===== src/rtl/ref_sel_pkg.sv =====
package ref_sel_pkg;
  localparam int unsigned PRIO_W  = 4;
  localparam int unsigned FORCE_W = 4;
  localparam logic [FORCE_W-1:0] FORCE_AUTO_LO = '0;
  localparam logic [FORCE_W-1:0] FORCE_AUTO_HI = '1;
endpackage


===== src/rtl/ref_sel_pair_gate.sv =====
module ref_sel_pair_gate
  import ref_sel_pkg::*;
#(
  parameter int unsigned NUM_CH    = 5,
  parameter int unsigned NUM_PAIRS = 2
) (
  input  logic [NUM_CH*PRIO_W-1:0] prio_i,
  input  logic [NUM_CH-1:0]        valid_i,
  output logic [NUM_CH*PRIO_W-1:0] eff_prio_o,
  output logic [NUM_CH-1:0]        elig_o
);
  for (genvar c = 0; c < NUM_CH; c++) begin : g_ch
    logic [PRIO_W-1:0] own;
    assign own = prio_i[c*PRIO_W +: PRIO_W];
    if ((c % 2 == 1) && (c < 2*NUM_PAIRS)) begin : g_alt
      // alternate port is muted while its partner carries a priority
      logic partner_on;
      assign partner_on = |prio_i[(c-1)*PRIO_W +: PRIO_W];
      assign eff_prio_o[c*PRIO_W +: PRIO_W] = partner_on ? '0 : own;
    end else begin : g_solo
      assign eff_prio_o[c*PRIO_W +: PRIO_W] = own;
    end
    assign elig_o[c] = valid_i[c] && (|eff_prio_o[c*PRIO_W +: PRIO_W]);
  end
endmodule


===== src/rtl/ref_sel_ranker.sv =====
module ref_sel_ranker
  import ref_sel_pkg::*;
#(
  parameter int unsigned NUM_CH = 5,
  parameter int unsigned CH_W   = 3,
  parameter int unsigned RANK_N = 3
) (
  input  logic [NUM_CH*PRIO_W-1:0] eff_prio_i,
  input  logic [NUM_CH-1:0]        elig_i,
  output logic [RANK_N*CH_W-1:0]   rank_o
);
  localparam int unsigned KEY_W = PRIO_W + CH_W;

  logic [NUM_CH-1:0] taken;
  logic [KEY_W-1:0]  best_key;
  logic [KEY_W-1:0]  key;
  logic [CH_W-1:0]   best_ch;
  logic              found;

  always_comb begin
    taken    = '0;
    rank_o   = '0;
    best_key = '0;
    best_ch  = '0;
    key      = '0;
    found    = 1'b0;
    for (int r = 0; r < RANK_N; r++) begin
      found    = 1'b0;
      best_key = '1;
      best_ch  = '0;
      for (int c = 0; c < NUM_CH; c++) begin
        // key orders by priority first, then by index
        key = {eff_prio_i[c*PRIO_W +: PRIO_W], CH_W'(c)};
        if (elig_i[c] && !taken[c] && (!found || key < best_key)) begin
          found    = 1'b1;
          best_key = key;
          best_ch  = CH_W'(c + 1);
        end
      end
      if (found) begin
        taken[best_ch - CH_W'(1)] = 1'b1;
        rank_o[r*CH_W +: CH_W]    = best_ch;
      end
    end
  end
endmodule


===== src/rtl/ref_sel_decide.sv =====
module ref_sel_decide
  import ref_sel_pkg::*;
#(
  parameter int unsigned NUM_CH = 5,
  parameter int unsigned CH_W   = 3
) (
  input  logic [FORCE_W-1:0] force_i,
  input  logic               revert_i,
  input  logic [CH_W-1:0]    cur_sel_i,
  input  logic [NUM_CH-1:0]  elig_i,
  input  logic [CH_W-1:0]    top_i,
  output logic [CH_W-1:0]    next_sel_o
);
  logic force_hit;
  logic cur_ok;

  assign force_hit = (force_i != FORCE_AUTO_LO) && (force_i != FORCE_AUTO_HI) &&
                     (int'(force_i) <= int'(NUM_CH));

  always_comb begin
    cur_ok = 1'b0;
    for (int c = 0; c < NUM_CH; c++) begin
      if (cur_sel_i == CH_W'(c + 1)) cur_ok = elig_i[c];
    end
  end

  always_comb begin
    if (force_hit)                   next_sel_o = CH_W'(force_i);
    else if (revert_i)               next_sel_o = top_i;
    else if (cur_ok)                 next_sel_o = cur_sel_i;
    else                             next_sel_o = top_i;
  end
endmodule


===== src/rtl/ref_prio_select.sv =====
module ref_prio_select
  import ref_sel_pkg::*;
#(
  parameter int unsigned NUM_CH    = 5,
  parameter int unsigned NUM_PAIRS = 2,
  parameter int unsigned RANK_N    = 3,
  parameter int unsigned CH_W      = $clog2(NUM_CH + 1)
) (
  input  logic                     clk_i,
  input  logic                     rst_ni,
  input  logic [NUM_CH*PRIO_W-1:0] prio_i,
  input  logic [NUM_CH-1:0]        valid_i,
  input  logic                     revert_i,
  input  logic [FORCE_W-1:0]       force_i,
  output logic [CH_W-1:0]          sel_ch_o,
  output logic                     holdover_o,
  output logic [RANK_N*CH_W-1:0]   rank_o
);
  logic [NUM_CH*PRIO_W-1:0] eff_prio;
  logic [NUM_CH-1:0]        elig;
  logic [RANK_N*CH_W-1:0]   rank_d;
  logic [CH_W-1:0]          sel_d;

  ref_sel_pair_gate #(.NUM_CH(NUM_CH), .NUM_PAIRS(NUM_PAIRS)) u_gate (
    .prio_i    (prio_i),
    .valid_i   (valid_i),
    .eff_prio_o(eff_prio),
    .elig_o    (elig)
  );

  ref_sel_ranker #(.NUM_CH(NUM_CH), .CH_W(CH_W), .RANK_N(RANK_N)) u_rank (
    .eff_prio_i(eff_prio),
    .elig_i    (elig),
    .rank_o    (rank_d)
  );

  ref_sel_decide #(.NUM_CH(NUM_CH), .CH_W(CH_W)) u_decide (
    .force_i   (force_i),
    .revert_i  (revert_i),
    .cur_sel_i (sel_ch_o),
    .elig_i    (elig),
    .top_i     (rank_d[CH_W-1:0]),
    .next_sel_o(sel_d)
  );

  always_ff @(posedge clk_i or negedge rst_ni) begin
    if (!rst_ni) begin
      sel_ch_o   <= '0;
      holdover_o <= 1'b1;
      rank_o     <= '0;
    end else begin
      sel_ch_o   <= sel_d;
      holdover_o <= (sel_d == '0);
      rank_o     <= rank_d;
    end
  end
endmodule


===== config.mk =====
export PLATFORM = sky130hd
export DESIGN_NAME = ref_prio_select
export DESIGN_NICKNAME = d
export VERILOG_FILES = /design/src/rtl/ref_sel_pkg.sv /design/src/rtl/ref_sel_pair_gate.sv /design/src/rtl/ref_sel_ranker.sv /design/src/rtl/ref_sel_decide.sv /design/src/rtl/ref_prio_select.sv
export SDC_FILE = /design/constraint.sdc
export NUM_CORES = 1
export LEC_CHECK = 0
export ABC_AREA = 1
export BUFFER_PORTS_ARGS = -buffer_cell sky130_fd_sc_hd__buf_4
export CORE_MARGIN = 2
export CORE_UTILIZATION = 35
export CTS_CLUSTER_DIAMETER = 150
export DETAILED_ROUTE_END_ITERATION = 12
export GPL_TIMING_DRIVEN = 0
export PLACE_DENSITY_LB_ADDON = 0.08
export SLEW_MARGIN = 10
export SYNTH_ARGS = -nofsm -noshare
export SYNTH_HDL_FRONTEND = slang
export SYNTH_SLANG_ARGS = --single-unit

===== constraint.sdc =====
create_clock -name clk_i -period 1.55 [get_ports clk_i]
set_input_delay 0.0775 -clock clk_i [delete_from_list [all_inputs] [get_ports clk_i]]
set_output_delay 0.0775 -clock clk_i [all_outputs]
set_load 0.02 [all_outputs]

==> results.txt, run 1 <==
- Power per unit of standard cell area: 760.8 nW/um^2
- Antenna violations before repair: 0
- Maximum count of clock buffers along a single path: 2
- End of the worst register-to-register path: sel_ch_o[1]
- Average size of a mapped cell: 7.331 um^2
- Share of cells above drive strength 1: 54.90%
- Most common cell after layout, fill and taps aside: sky130_fd_sc_hd__buf_4
* Reg2Reg Setup Slack: -0.20 ns
- The critical path contains buffers and inverters numbering 18 combined.
* Remaining global-route overflow: 0
- In the layout the commonest cells are 120 x sky130_fd_sc_hd__buf_4, 48 x sky130_fd_sc_hd__nand2_1, 41 x sky130_fd_sc_hd__inv_1, 34 x sky130_fd_sc_hd__nand2_4, 31 x sky130_fd_sc_hd__ha_1.
* Clock skew: 0.00007253 ns
* Post-synthesis to final-layout area growth: 60.98%
* Detailed-route vias per instance: about 4.7
* Total length of routed wires: 7663 um
- IR analysis of the VDD net gives a maximum drop of 0.0002988 V.
- The tool flagged a number of max-cap violations equal to 0.
* Slew headroom: 50.70%
- CTS built an H-tree with a depth of 1.
- The worst hold path terminates at sel_ch_o[2].
- CTS Root Cell: sky130_fd_sc_hd__clkbuf_8
- Post-layout instance area: roughly 4200 um^2
* Pwr Total: 3197 uW
- Delay of the slowest cell on the worst path: 0.29 ns
- Average wire per standard cell: 13.01 um
* Number of stages on the worst hold path: 3
* Core area: 7253 um^2
- Register area share after synthesis: 12.51%
* RSZ-0062 raised after global routing: true
- From bottom edge to top edge, the die measures 90.36 um.
- Detailed Place HPWL: approximately 5300 um
- Worst-skew pair later-pin latency: 0.24 ns
- Number of clock sinks: 13
* Crit Path Class: in2reg
* Die Wd: 90.36 um
* Logic depth of the worst register-to-register path: 9
- Once the floorplan was initialized, standard cells occupied 35.98% of the core.
* Tightest Pin Transition: 0.7368 ns
* Number of cells produced by synthesis: about 360
* Hold/Removal Path Class: in2reg
* Slew Viols, Final: 0
- Wire length of the first global-routing pass: 12350 um
- For the worst setup path, the data arrival time is 12.09 ns.
- Maximum frequency from static timing analysis: ~84 MHz
- After synthesis the cells add up to ~2600 um^2.
* Tot GR Track Use: 18.33%
- Counting the fill cells in the layout gives 682.
* Number of port buffers: 44
- Final routed DRC violation total: 0
* Maximum fanout along the worst path: 7
- Clock tree from TritonCTS: done
* Setup slack after layout: -10.42 ns
- Sequential cell area: 326.6 um^2
- Worst setup EP type: flop
* Placement-stage worst setup slack: -11.26 ns
* Worst Path Required: 1.67 ns
- The number of nets in the synthesized netlist is 426.
- The number of antenna diodes in the final layout is 0.
- Total iterations of the first detailed-routing run: 4
- Crit start category: primary input
- Via count: about 2800
- Area occupied by multi-input gates: 2419 um^2
- For this design, the slowest cell found on the critical path is sky130_fd_sc_hd__ha_1.
- The run finished, with violations left.
- Yosys mapped the design onto 38 distinct sky130hd cell types.
- The number of placed instances, taps included, is 499.
* Die area: 8164 um^2
* Failing checks: negative setup slack
- For this run, the post-layout net count is 561.
- Vias in the first global route: 2731
* Cell area reported after detailed placement: roughly 3200 um^2
* Final hold violation count: 0
- Kind of cell with the highest combined delay on the critical path: compound AO/OA/AOI/OAI gates
- In this run the number of cells on the critical path is 106.
- Launch point of the worst reg-to-reg path: sel_ch_o[1]
- # IOs: 45
* Final setup violating endpoints: 13
* Clock-pin slew on the worst setup and hold paths: 0.05 ns
- In this run the static leakage power is 0.002234 uW.
- In this run the remaining antenna-violating nets after routing total 0.
- Number of storage elements in the synthesis netlist: 13
* Non-filler cells, final: 589
- Placer Congestion: 0.8216
- The startpoint identified for the worst hold timing path is force_i[2].
- Number of buffers added by the clock tree synthesis step: 3
- Pin count of the biggest net entering global routing: 14
* # rows: 31
- Number of DRC markers in iteration 0: 65
- Yosys warning total: 0
- Min Tclk post-route: 11.97 ns
- The final critical path takes up 772.2% of the cycle.
==> how the worst max path moves through the flow <==
| stage | startpoint | endpoint | slack [ns] |
|---|---|---|---|
| 2_1_floorplan | prio_i[2] | rank_o[7] | -9.94 |
| 6_report | prio_i[2] | rank_o[7] | -10.42 |
| 4_1_cts | prio_i[2] | rank_o[7] | -10.35 |
| 3_3_place_gp | prio_i[2] | rank_o[7] | -11.25 |
| 3_5_place_dp | prio_i[2] | rank_o[7] | -11.26 |
| 5_1_grt | prio_i[2] | rank_o[7] | -11.26 |
==> worst register-to-register path: stages, from the launching register on <==
cell                      delay (ns)
sky130_fd_sc_hd__dfrtp_1        0.46
sky130_fd_sc_hd__o21ai_0        0.13
sky130_fd_sc_hd__nand2_1        0.08
sky130_fd_sc_hd__nand3_1        0.06
sky130_fd_sc_hd__o31ai_1        0.06
sky130_fd_sc_hd__and2_1         0.30
sky130_fd_sc_hd__inv_1          0.10
sky130_fd_sc_hd__o21ai_0        0.22
sky130_fd_sc_hd__o21ai_2        0.11
sky130_fd_sc_hd__buf_4          0.14
==> what timing repair did <==
| item | CTS | global route |
|---|---|---|
| hold endpoints to repair | 13 | 0 |
| pin swaps | 48 | 29 |
| gates resized for setup | 32 | 44 |
| hold buffers | 1 | 0 |
| setup endpoints to repair | 13 | 13 |
| gates cloned | 1 | 0 |
| setup buffers | 73 | 11 |
==> registers in the layout (all words and copies together) (netlist names) <==
name        cells
rank_o          9
sel_ch_o        3
holdover_o      1
==> kinds of logic (layout without fill, tap and decap cells) <==
family	Yosys count	in the layout	synth area share, %
buffers and inverters	61	194	9.970
AO/OA/AOI/OAI	77	77	18.36
adder cells (fa/ha/maj)	38	38	18.22
flip-flops	13	13	12.51
AND/OR/NAND/NOR	167	168	40.94
==> cells in the mapped netlist <==
master                     number  area [um^2]
sky130_fd_sc_hd__a21boi_1       2        15.01
sky130_fd_sc_hd__nand2_2       22        137.6
sky130_fd_sc_hd__inv_4          2        12.51
sky130_fd_sc_hd__ha_1          38        475.5
sky130_fd_sc_hd__and2_1         5        31.28
sky130_fd_sc_hd__nand2_8        2        40.04
sky130_fd_sc_hd__clkinv_1       1        3.750
sky130_fd_sc_hd__nand4_4        1        21.27
sky130_fd_sc_hd__o22ai_1        4        25.02
sky130_fd_sc_hd__o41a_4         1        21.27
sky130_fd_sc_hd__a21oi_2        4        35.03
sky130_fd_sc_hd__o211ai_1       4        30.03
sky130_fd_sc_hd__a21oi_1        5        25.02
sky130_fd_sc_hd__inv_2          4        15.01
sky130_fd_sc_hd__a31oi_1        1        6.260
sky130_fd_sc_hd__nand2_4       26        292.8
sky130_fd_sc_hd__dfstp_2        1        26.28
sky130_fd_sc_hd__nand3_1       13        65.06
sky130_fd_sc_hd__nor2_8         1        20.02
sky130_fd_sc_hd__o31ai_1        3        22.52
sky130_fd_sc_hd__nand4_1        2        12.51
sky130_fd_sc_hd__dfrtp_1       12        300.3
sky130_fd_sc_hd__nand4_2        1        12.51
sky130_fd_sc_hd__buf_6          2        22.52
sky130_fd_sc_hd__nand3b_1       4        30.03
sky130_fd_sc_hd__nor2_2         3        18.77
sky130_fd_sc_hd__nor2_4         1        11.26
sky130_fd_sc_hd__nor3_1         1        5.000
sky130_fd_sc_hd__o221ai_1       1        8.760
sky130_fd_sc_hd__nor2_1        17        63.81
sky130_fd_sc_hd__inv_1         51        191.4
sky130_fd_sc_hd__nand3_4        1        17.52
sky130_fd_sc_hd__o21ai_0       36        180.2
sky130_fd_sc_hd__buf_8          1        15.01
sky130_fd_sc_hd__nand2_1       61        229.0
sky130_fd_sc_hd__nand3_2        6        60.06
sky130_fd_sc_hd__o21a_1        12        90.09
sky130_fd_sc_hd__o21ai_1        4        20.02
==> where the power goes <==
part	total [uW]	internal [uW]	leakage, uW	switching [uW]
clock network	290	181	0.0000228	110
registers	456	417	0.000154	38.9
logic	2450	1160	0.00206	1290
total	3200	1750	0.00223	1440
==> area by class of cell <==
cell class | instances | share of cell area (%)
Multi-Input combinational cell | 283 | 57.56
Sequential cell | 13 | 7.772
Buffer | 3 | 0.9827
Inverter | 58 | 5.658
Clock buffer | 4 | 1.072
Timing Repair Buffer | 129 | 24.00
Tap cell | 99 | 2.948
==> metrics by stage <==
stage	setup TNS, ns	util, %	hold WS, ns
global placement	-72.63	43.73	-0.07472
CTS	-65.02	53.79	0.1082
global route	-73.15	57.93	0.1022
detailed placement	-72.59	43.73	-0.07480
finish	-66.47	57.93	0.1049
floorplan	-62.39	-	-0.2181
==> routing by layer <==
| metal | vias up | share of wire, % | track usage, % |
|---|---|---|---|
| li1 | 1448 | - | - |
| met1 | 1257 | 44 | 22.70 |
| met2 | 49 | 52 | 34.77 |
| met3 | 12 | 2.0 | 0.9182 |
| met4 | 0 | 1.6 | 4.103 |
| met5 | - | 0 | 0 |
No activity file was read; power rests on OpenSTA's default activity.
==> inputs of run 2 (changes only) <==
--- a/config.mk
+++ b/config.mk
@@ -5,7 +5,6 @@
 export SDC_FILE = /design/constraint.sdc
 export NUM_CORES = 1
 export LEC_CHECK = 0
-export ABC_AREA = 1
 export BUFFER_PORTS_ARGS = -buffer_cell sky130_fd_sc_hd__buf_4
 export CORE_MARGIN = 2
 export CORE_UTILIZATION = 35
@@ -17,3 +16,4 @@
 export SYNTH_ARGS = -nofsm -noshare
 export SYNTH_HDL_FRONTEND = slang
 export SYNTH_SLANG_ARGS = --single-unit
+export TNS_END_PERCENT = 20
==> run 2 against run 1 <==
Against the previous run:
- the run still ends with negative setup slack left
- count of clock-buffer cells in the layout decreased by 1
- register-to-register slack got worse by 0.21 ns
- sequential share of layout area increased by 0.21 points
- worst setup slack got worse by 2.9 ns
- first-iteration DRC count decreased by 4.6%
- sequential power about the same
- core utilization decreased by 0.63 points
- cell count decreased by 16%
- non-clock buffer count decreased by 28
- via count decreased by 6.3%
==> results.txt, run 2 <==
- Die Wd: 89.06 um (-1.4%)
* Number of stages on the worst hold path: 3 (unchanged)
- The post-detailed-route DRC marker count came to 0 (unchanged).
* Yosys warning total: 0 (unchanged)
- The worst stage delay on the critical path came to 0.53 ns (+0.24 ns).
* Hold WS: 0.08663 ns (-0.01827 ns)
* Post-synth net total: 359 (-16%)
- Post-synthesis to final-layout area growth: 61.46%
- Share of cells above drive strength 1: 58.88% (+4.0 points)
* Antenna violations before repair: 0 (unchanged)
- The final estimated routing congestion in global placement is 0.7893 (-3.9%).
- Detailed-route vias per instance: 5.258 (+12%)
* Top cells by area, synth: sky130_fd_sc_hd__ha_1 19%, sky130_fd_sc_hd__dfrtp_1 12%, sky130_fd_sc_hd__o21ai_0 5.7%
* Number of distinct library cells after synthesis: 69 (+82%)
- On the critical path the largest part of the delay comes from compound AO/OA/AOI/OAI gates.
- Worst supply voltage drop on vdd: 0.0002615 V (-12%)
- Max FFs per register: 9 (unchanged)
- The number of placement rows is 31 (unchanged).
- The number of max-cap violations was 0 (unchanged).
* Power spent charging and discharging nets: 1342 uW (-7.0%)
- The total routing resource utilization after global routing came to 20.14% (+1.8 points).
- The CTS sink count was 13 (unchanged).
* Core area: 7137 um^2 (-1.6%)
- The residual overflow from global routing is 0 (unchanged).
- The tree is rooted in a sky130_fd_sc_hd__clkbuf_8.
- The worst register-to-register path begins at sel_ch_o[0].
* Number of cells produced by synthesis: 289 (-19%)
* Die Span Y: 89.06 um (-1.4%)
- The flow ran to the end, but the final reports show violations.
* Worst setup EP type: flop
- The slack of the worst reg-to-reg path was -0.41 ns (-0.21 ns).
- Clock tree from TritonCTS: done
- Cell with the largest stage delay on the worst path: sky130_fd_sc_hd__or4_4
- Ranked by instance count, the synthesized netlist is headed by 38 x sky130_fd_sc_hd__ha_1, 29 x sky130_fd_sc_hd__o21ai_0, 26 x sky130_fd_sc_hd__nor2_1, 23 x sky130_fd_sc_hd__nand2_1, 18 x sky130_fd_sc_hd__inv_1.
- The measured slew at the worst slew-check pin was 0.7532 ns (+0.01642 ns).
- The number of flip-flops and latches in the synthesized netlist is 13 (unchanged).
* Total length of routed wires: 7738 um (+0.98%)
- Pin count of the biggest net entering global routing: 14 (unchanged)
* Hold endpoint: sel_ch_o[0]
* Most common cell after layout, fill and taps aside: sky130_fd_sc_hd__buf_4
* Most frequent cell after synthesis: sky130_fd_sc_hd__ha_1
- Number of port buffers: 44 (unchanged)
* Routed Antenna Nets: 0 (unchanged)
* Slew Viols, Final: 0 (unchanged)
- The least setup slack across all paths after layout is -13.33 ns (-2.910 ns).
- Cell area after synthesis: 2532 um^2 (-3.0%)
* Biggest registers after layout: rank_o x9, sel_ch_o x3, holdover_o x1
- The static power due to leakage is 0.001807 uW (-19%).
* Hold/Removal Path Class: in2reg
- Arrival time at the worst endpoint: 15.00 ns (+2.91 ns)
* Worst-skew pair later-pin latency: 0.23 ns (about the same)
* Maximum frequency from static timing analysis: 67.21 MHz (-20%)
- The count of buffer and inverter cells on the critical path was 9 (-9).
- The CTS buffer count is 3 (unchanged).
- The detailed-route wire length per cell came to 15.70 um (+21%).
* Inserted Diodes: 0 (unchanged)
- The number of cells on the worst reg-to-reg path is 7 (-2).
- Slew headroom: 49.78% (-0.91 points)
- The switching part of the total power came to 43.00% (-2.1 points).
- Clock-pin slew on the worst setup and hold paths: 0.05 ns (about the same)
- The detailed-routing iteration count for the pre-antenna-repair pass is 5 (+1).
- Detailed Place HPWL: 5852 um (+11%)
- rank_o holds more flip-flops than any other register.
- STA classifies the critical path startpoint as a primary input.
* Crit Path Class: in2reg
- Clock skew: 0.0001187 ns (+0.00004613 ns)
- The area of the die came to 7932 um^2 (-2.8%).
* Cell taking the most area after synthesis: sky130_fd_sc_hd__ha_1
- Final hold violation count: 0 (unchanged)
- The mean instance size in the synthesized netlist came to 8.763 um^2 (+20%).
* Maximum level of the CTS H-tree: 1 (unchanged)
- The sequential cell fraction of total power was 14.7% (+0.4 points).
* Number of DRC markers in iteration 0: 62 (-4.6%)
- Leading cell types in the layout, fill and taps excluded: 97 x sky130_fd_sc_hd__buf_4, 24 x sky130_fd_sc_hd__ha_1, 19 x sky130_fd_sc_hd__nor2_1, 18 x sky130_fd_sc_hd__nand2_1, 14 x sky130_fd_sc_hd__inv_1
- Post-synth EDFFs: 0 (unchanged)
- Setup repair after global routing could not meet its margin everywhere.
* Most used flip-flop cell after synthesis: sky130_fd_sc_hd__dfrtp_1
- The overall power of the completed layout was 3122 uW (-2.3%).
* Share of flip-flops with an asynchronous set or reset: 100.0% (unchanged)
- Net count, final: 465 (-17%)
* Maximum count of clock buffers along a single path: 2 (unchanged)
- The part of the power in combinational logic was 76.2% (-0.5 points).
- The share of total power in the clock network came to 9.1% (about the same).
* End of the worst register-to-register path: holdover_o
* Min Tclk post-route: 14.88 ns (+2.910 ns)
* Top cell type's share of synthesized area: 18.77% (+0.56 points)
- Final-layout setup total negative slack: -84.11 ns (-17.64 ns)
* Vias in the first global route: 2552 (-6.6%)
* Worst Path Required: 1.67 ns (about the same)
- Design internal power: 1779 uW (+1.5%)
- The power density over the cells is 763.4 nW/um^2 (+0.34%).
- Failing checks: negative setup slack
* Wire length of the first global-routing pass: 12650 um (+2.4%)
- The effective utilization at floorplan came to 35.48% (-0.50 points).
* Final setup violating endpoints: 13 (unchanged)
- The peak fanout along the critical path came to 6 (-1).
* Register area share after synthesis: 12.90% (+0.38 points)
* Share of the clock period used by the worst path: 960.0% (+190 points)
* Hold path startpoint: force_i[0]
* # IOs: 45 (unchanged)
* Via count: 2592 (-6.3%)
run 2: cell types whose count changed after synthesis, moves of 5 or more:
cell,before,now
sky130_fd_sc_hd__nand3_2,6,0
sky130_fd_sc_hd__nand2_1,61,23
sky130_fd_sc_hd__inv_1,51,18
sky130_fd_sc_hd__mux2_4,0,8
sky130_fd_sc_hd__nand2_2,22,0
sky130_fd_sc_hd__o21ai_0,36,29
sky130_fd_sc_hd__nand2_4,26,0
sky130_fd_sc_hd__a21oi_1,5,13
sky130_fd_sc_hd__nor2_1,17,26
sky130_fd_sc_hd__mux2_2,0,7
sky130_fd_sc_hd__or2_2,0,5
sky130_fd_sc_hd__nand3_1,13,2
run 2: worst max path at each step:
stage	start	endpoint	cells after the start	slack [ns]
after floorplan	prio_i[0]	rank_o[7]	86	-12.98
after global placement	prio_i[3]	rank_o[7]	84	-15.02
after detailed placement	prio_i[3]	rank_o[7]	84	-15.03
after CTS	prio_i[1]	rank_o[7]	88	-13.38
after global routing	prio_i[0]	rank_o[7]	88	-14.10
final	prio_i[0]	rank_o[7]	88	-13.33
run 2: per-layer routing:
layer	GRT usage, %	vias to the layer above	routed length [um]
met2	35.96	35	3934
met4	4.342	0	90
met5	0	-	0
li1	-	1317	-
met1	26.98	1232	3480
met3	0.8310	8	233
run 2: cells by family after synthesis:
logic type	count (synthesis)	synth area share, %
buffers and inverters	22	3.656
AOI/OAI and AO/OA	107	35.18
muxes	17	8.647
adders and majority gates	38	18.77
DFF	13	12.90
and+or+nand+nor	92	20.85
run 2: power by group through the flow:
stage / sequential (uW) / combinational, uW / clock [uW]
after global routing: 470 / 2590 / 308
after detailed placement: 464 / 1810 / 0
after floorplan: 562 / 1230 / 0
after CTS: 460 / 2110 / 295
final: 459 / 2380 / 286
after global placement: 466 / 1800 / 0
run 2: final cells by class:
class                           count  area (um^2)
Multi-Input combinational cell    255         2699
Buffer                              4        43.79
Tap cell                           99        123.9
Clock buffer                        3        41.29
Clock inverter                      1        5.005
Timing Repair Buffer              100        777.0
Fill cell                         667         3048
Sequential cell                    13        326.6
Inverter                           18        72.57
run 2: worst reg2reg max path: stages, from the launching register on:
cell and delay, ns:
sky130_fd_sc_hd__dfrtp_1 0.45, sky130_fd_sc_hd__nor3b_1 0.22, sky130_fd_sc_hd__a211oi_1 0.07, sky130_fd_sc_hd__a211o_1 0.29, sky130_fd_sc_hd__a41oi_1 0.34, sky130_fd_sc_hd__mux2i_1 0.23, sky130_fd_sc_hd__o21ai_1 0.09, sky130_fd_sc_hd__nor3_1 0.20
run 2: timing repair:
item,4_1_cts,5_1_grt
gates resized for setup,39,29
hold buffers,1,0
cloned,1,0
endpoints found under the hold margin,13,0
setup endpoints to repair,13,13
setup buffers,30,25
pin swaps,27,51
run 2: stage by stage:
step / instances / util, % / setup slack, ns / area (um^2)
final: 493 / 57.29 / -13.33 / 4089
after global routing: 493 / 57.29 / -14.10 / 4089
after CTS: 468 / 52.40 / -13.38 / 3740
after detailed placement: 432 / 45.41 / -15.03 / 3241
after global placement: 432 / 45.41 / -15.02 / 3241
after floorplan: 289 / - / -12.98 / 2786
==> inputs of run 3 (changes only) <==
==> constraint.sdc (replaced) <==
create_clock -name clk_i -period 13.8 [get_ports clk_i]
set_input_delay 0.69 -clock clk_i [delete_from_list [all_inputs] [get_ports clk_i]]
set_output_delay 0.69 -clock clk_i [all_outputs]
set_load 0.02 [all_outputs]
==> run 3 against run 2 <==
Against the previous run:
- the run still ends with negative setup slack left
- flip-flop and latch count unchanged
- sequential share of layout area hardly changed
- total power shrank 89%
- critical path type unchanged
- critical endpoint unchanged
==> results.txt, run 3 (same netlist as run 2, synthesis figures left out) <==
- Outcome: finished, violations left
- Failing checks: negative setup slack
* Detailed Place HPWL: 5838 um (-0.23%)
- Antenna violations before repair: 0 (unchanged)
* Routed Antenna Nets: 0 (unchanged)
- Max FFs per register: 9 (unchanged)
- In the final layout, the registers with the most flip-flops are rank_o x9, sel_ch_o x3, holdover_o x1.
* Launch point of the worst reg-to-reg path: sel_ch_o[0]
* Placement-stage worst setup slack: -3.387 ns (+11.65 ns)
- Total iterations of the first detailed-routing run: 4 (-1)
- The tree is rooted in a sky130_fd_sc_hd__clkbuf_8.
- Leaving out fill and tap cells, the most frequent cells in the layout are 92 x sky130_fd_sc_hd__buf_4, 22 x sky130_fd_sc_hd__ha_1, 18 x sky130_fd_sc_hd__nand2_1, 17 x sky130_fd_sc_hd__nor2_1.
- Final-layout setup total negative slack: -4.645 ns (+79.47 ns)
- STA classifies the critical path startpoint as a primary input.
- Number of buffers added by the clock tree synthesis step: 3 (unchanged)
* # IOs: 45 (unchanged)
* Post-layout instance area: 4090 um^2 (about the same)
- Maximum count of clock buffers along a single path: 2 (unchanged)
- Register with the most flip-flops: rank_o
* Maximum frequency from static timing analysis: 64.94 MHz
* Tightest Pin Transition: 0.8113 ns (+0.05804 ns)
- The final worst hold slack came to 0.2751 ns (+0.1884 ns).
- The slack of the worst reg-to-reg path came to 11.81 ns (+12.22 ns).
- The number of cells on the worst reg-to-reg path was 7 (unchanged).
* End of the worst register-to-register path: holdover_o
* Slew Viols, Final: 0 (unchanged)
- The internal power of the cells came to 201.1 uW (-89%).
- Number of port buffers: 44 (unchanged)
- The total routing resource utilization after global routing was 21.05% (+0.91 points).
- The peak fanout along the critical path came to 7 (+1).
- The aggregate routed wire length was 8032 um (+3.8%).
- Clock skew: 0.0001033 ns (-0.00001538 ns)
- The worst max-slew margin expressed relative to the limit came to 45.92% (-3.9 points).
- Crit Path Class: in2reg
* Number of clock sinks: 13 (unchanged)
- The worst-skew pair later-pin latency is 0.24 ns (about the same).
- Die Span Y: 89.06 um (unchanged)
- Final routed DRC violation total: 0 (unchanged)
- The initial DRC count is 77 (+24%).
- Part of the power in the clock network: 9.4% (+0.3 points)
- Die area: 7932 um^2 (unchanged)
- Hold/Removal Path Class: in2async
- The data required time at the worst endpoint is 13.93 ns (+12.26 ns).
* Inserted Diodes: 0 (unchanged)
- Share of cells above drive strength 1: 59.69% (+0.81 points)
- Detailed-route vias per instance: 5.424 (+3.2%)
- Power per unit of standard cell area: 86.56 nW/um^2 (-89%)
- The wire length of the first global-routing pass was 13040 um (+3.1%).
- The count of endpoints failing hold in the final timing report was 0 (unchanged).
- TritonCTS built the clock tree.
- The area after detailed placement is 3241 um^2 (unchanged).
- Static Leak: 0.001795 uW (-0.68%)
- Share of the clock period used by the worst path: 111.6%
- The least setup slack across all paths after layout is -1.598 ns (+11.73 ns).
- The maximum ir drop on the vdd rail came to 0.00003402 V (-87%).
- The count of filler cells inserted in the layout is 664 (-0.45%).
* Die Wd: 89.06 um (unchanged)
- The overall power of the completed layout is 354.0 uW (-89%).
- The total setup violations reported at the end of the flow is 3 (-10).
- Vias in the first global route: 2636 (+3.3%)
* RSZ-0062 raised after global routing: true
- Placer Congestion: 0.7892 (about the same)
* Critical path buffer and inverter count: 6 (-3)
- Maximum level of the CTS H-tree: 1 (unchanged)
- Remaining global-route overflow: 0 (unchanged)
- Most common cell after layout, fill and taps aside: sky130_fd_sc_hd__buf_4
- # rows: 31 (unchanged)
- The slowest stage of the critical path belongs to the cell sky130_fd_sc_hd__or4_4.
- The worst stage delay on the critical path is 0.53 ns (about the same).
* Min Tclk post-route: about 15 ns
- The total net switching power was 152.9 uW (-89%).
- The via total after detailed routing came to 2663 (+2.7%).
* Max-cap violation count: 0 (unchanged)
* Net count, final: 463 (-0.43%)
- Clock-pin slew on the worst setup and hold paths: 0.05 ns (about the same)
* Portion of total power attributed to combinational logic: 76.0% (-0.2 points)
* Arrival time at the worst endpoint: 15.53 ns (+0.53 ns)
* Average wire per standard cell: 16.36 um (+4.2%)
- Switching share of total power: 43.19% (+0.19 points)
- Starting Density: 35.48% (unchanged)
* Number of buffers added to fix hold violations after cts: 0 (-1)
* Post-synthesis to final-layout area growth: 61.51% (about the same)
- The placeable core area came to 7137 um^2 (unchanged).
* Pin count of the biggest net entering global routing: 14 (unchanged)
- Kind of cell with the highest combined delay on the critical path: compound AO/OA/AOI/OAI gates
- Worst setup EP type: flop
* Power share of the sequential group: 14.6% (about the same)
## run 3: routing by layer
layer	global-route usage, %	routed length, um
met1	27.44	3678
met2	37.11	3950
met3	1.200	218
met4	6.784	184
met5	0	0
## run 3: worst max-delay path by stage
stage	startpoint	to	slack (ns)	cells past startpoint
2_1_floorplan	prio_i[0]	rank_o[7]	-1.34	86
6_report	prio_i[1]	rank_o[7]	-1.60	85
3_5_place_dp	prio_i[3]	rank_o[7]	-3.39	86
4_1_cts	prio_i[3]	rank_o[7]	-1.71	88
3_3_place_gp	prio_i[3]	rank_o[7]	-3.38	84
5_1_grt	prio_i[1]	rank_o[7]	-2.33	87
## run 3: power by group through the flow
stage | clock network (uW) | logic [uW] | registers [uW]
detailed placement | 0 | 203 | 52.2
global placement | 0 | 202 | 52.3
CTS | 34.0 | 245 | 51.7
global route | 35.6 | 292 | 52.9
floorplan | 0 | 138 | 63.2
finish | 33.3 | 269 | 51.7
## run 3: layout make-up
class / count / area (um^2) / area share, %
Buffer: 3 / 23.77 / 0.5812
Clock buffer: 3 / 41.29 / 1.009
Clock inverter: 1 / 5.005 / 0.1224
Inverter: 18 / 72.57 / 1.774
Multi-Input combinational cell: 254 / 2704 / 66.11
Sequential cell: 13 / 326.6 / 7.984
Tap cell: 99 / 123.9 / 3.028
Timing Repair Buffer: 100 / 793.3 / 19.39
## run 3: timing repair
item | CTS | global route
endpoints found under the setup margin | 3 | 3
gates resized for setup | 39 | 36
pin swaps | 42 | 48
setup buffers | 44 | 12
## run 3: per-stage QoR
step | instances | util, %
after floorplan | 289 | -
after global placement | 432 | 45.41
after detailed placement | 432 | 45.41
after CTS | 480 | 53.80
after global routing | 491 | 57.31
final | 491 | 57.31
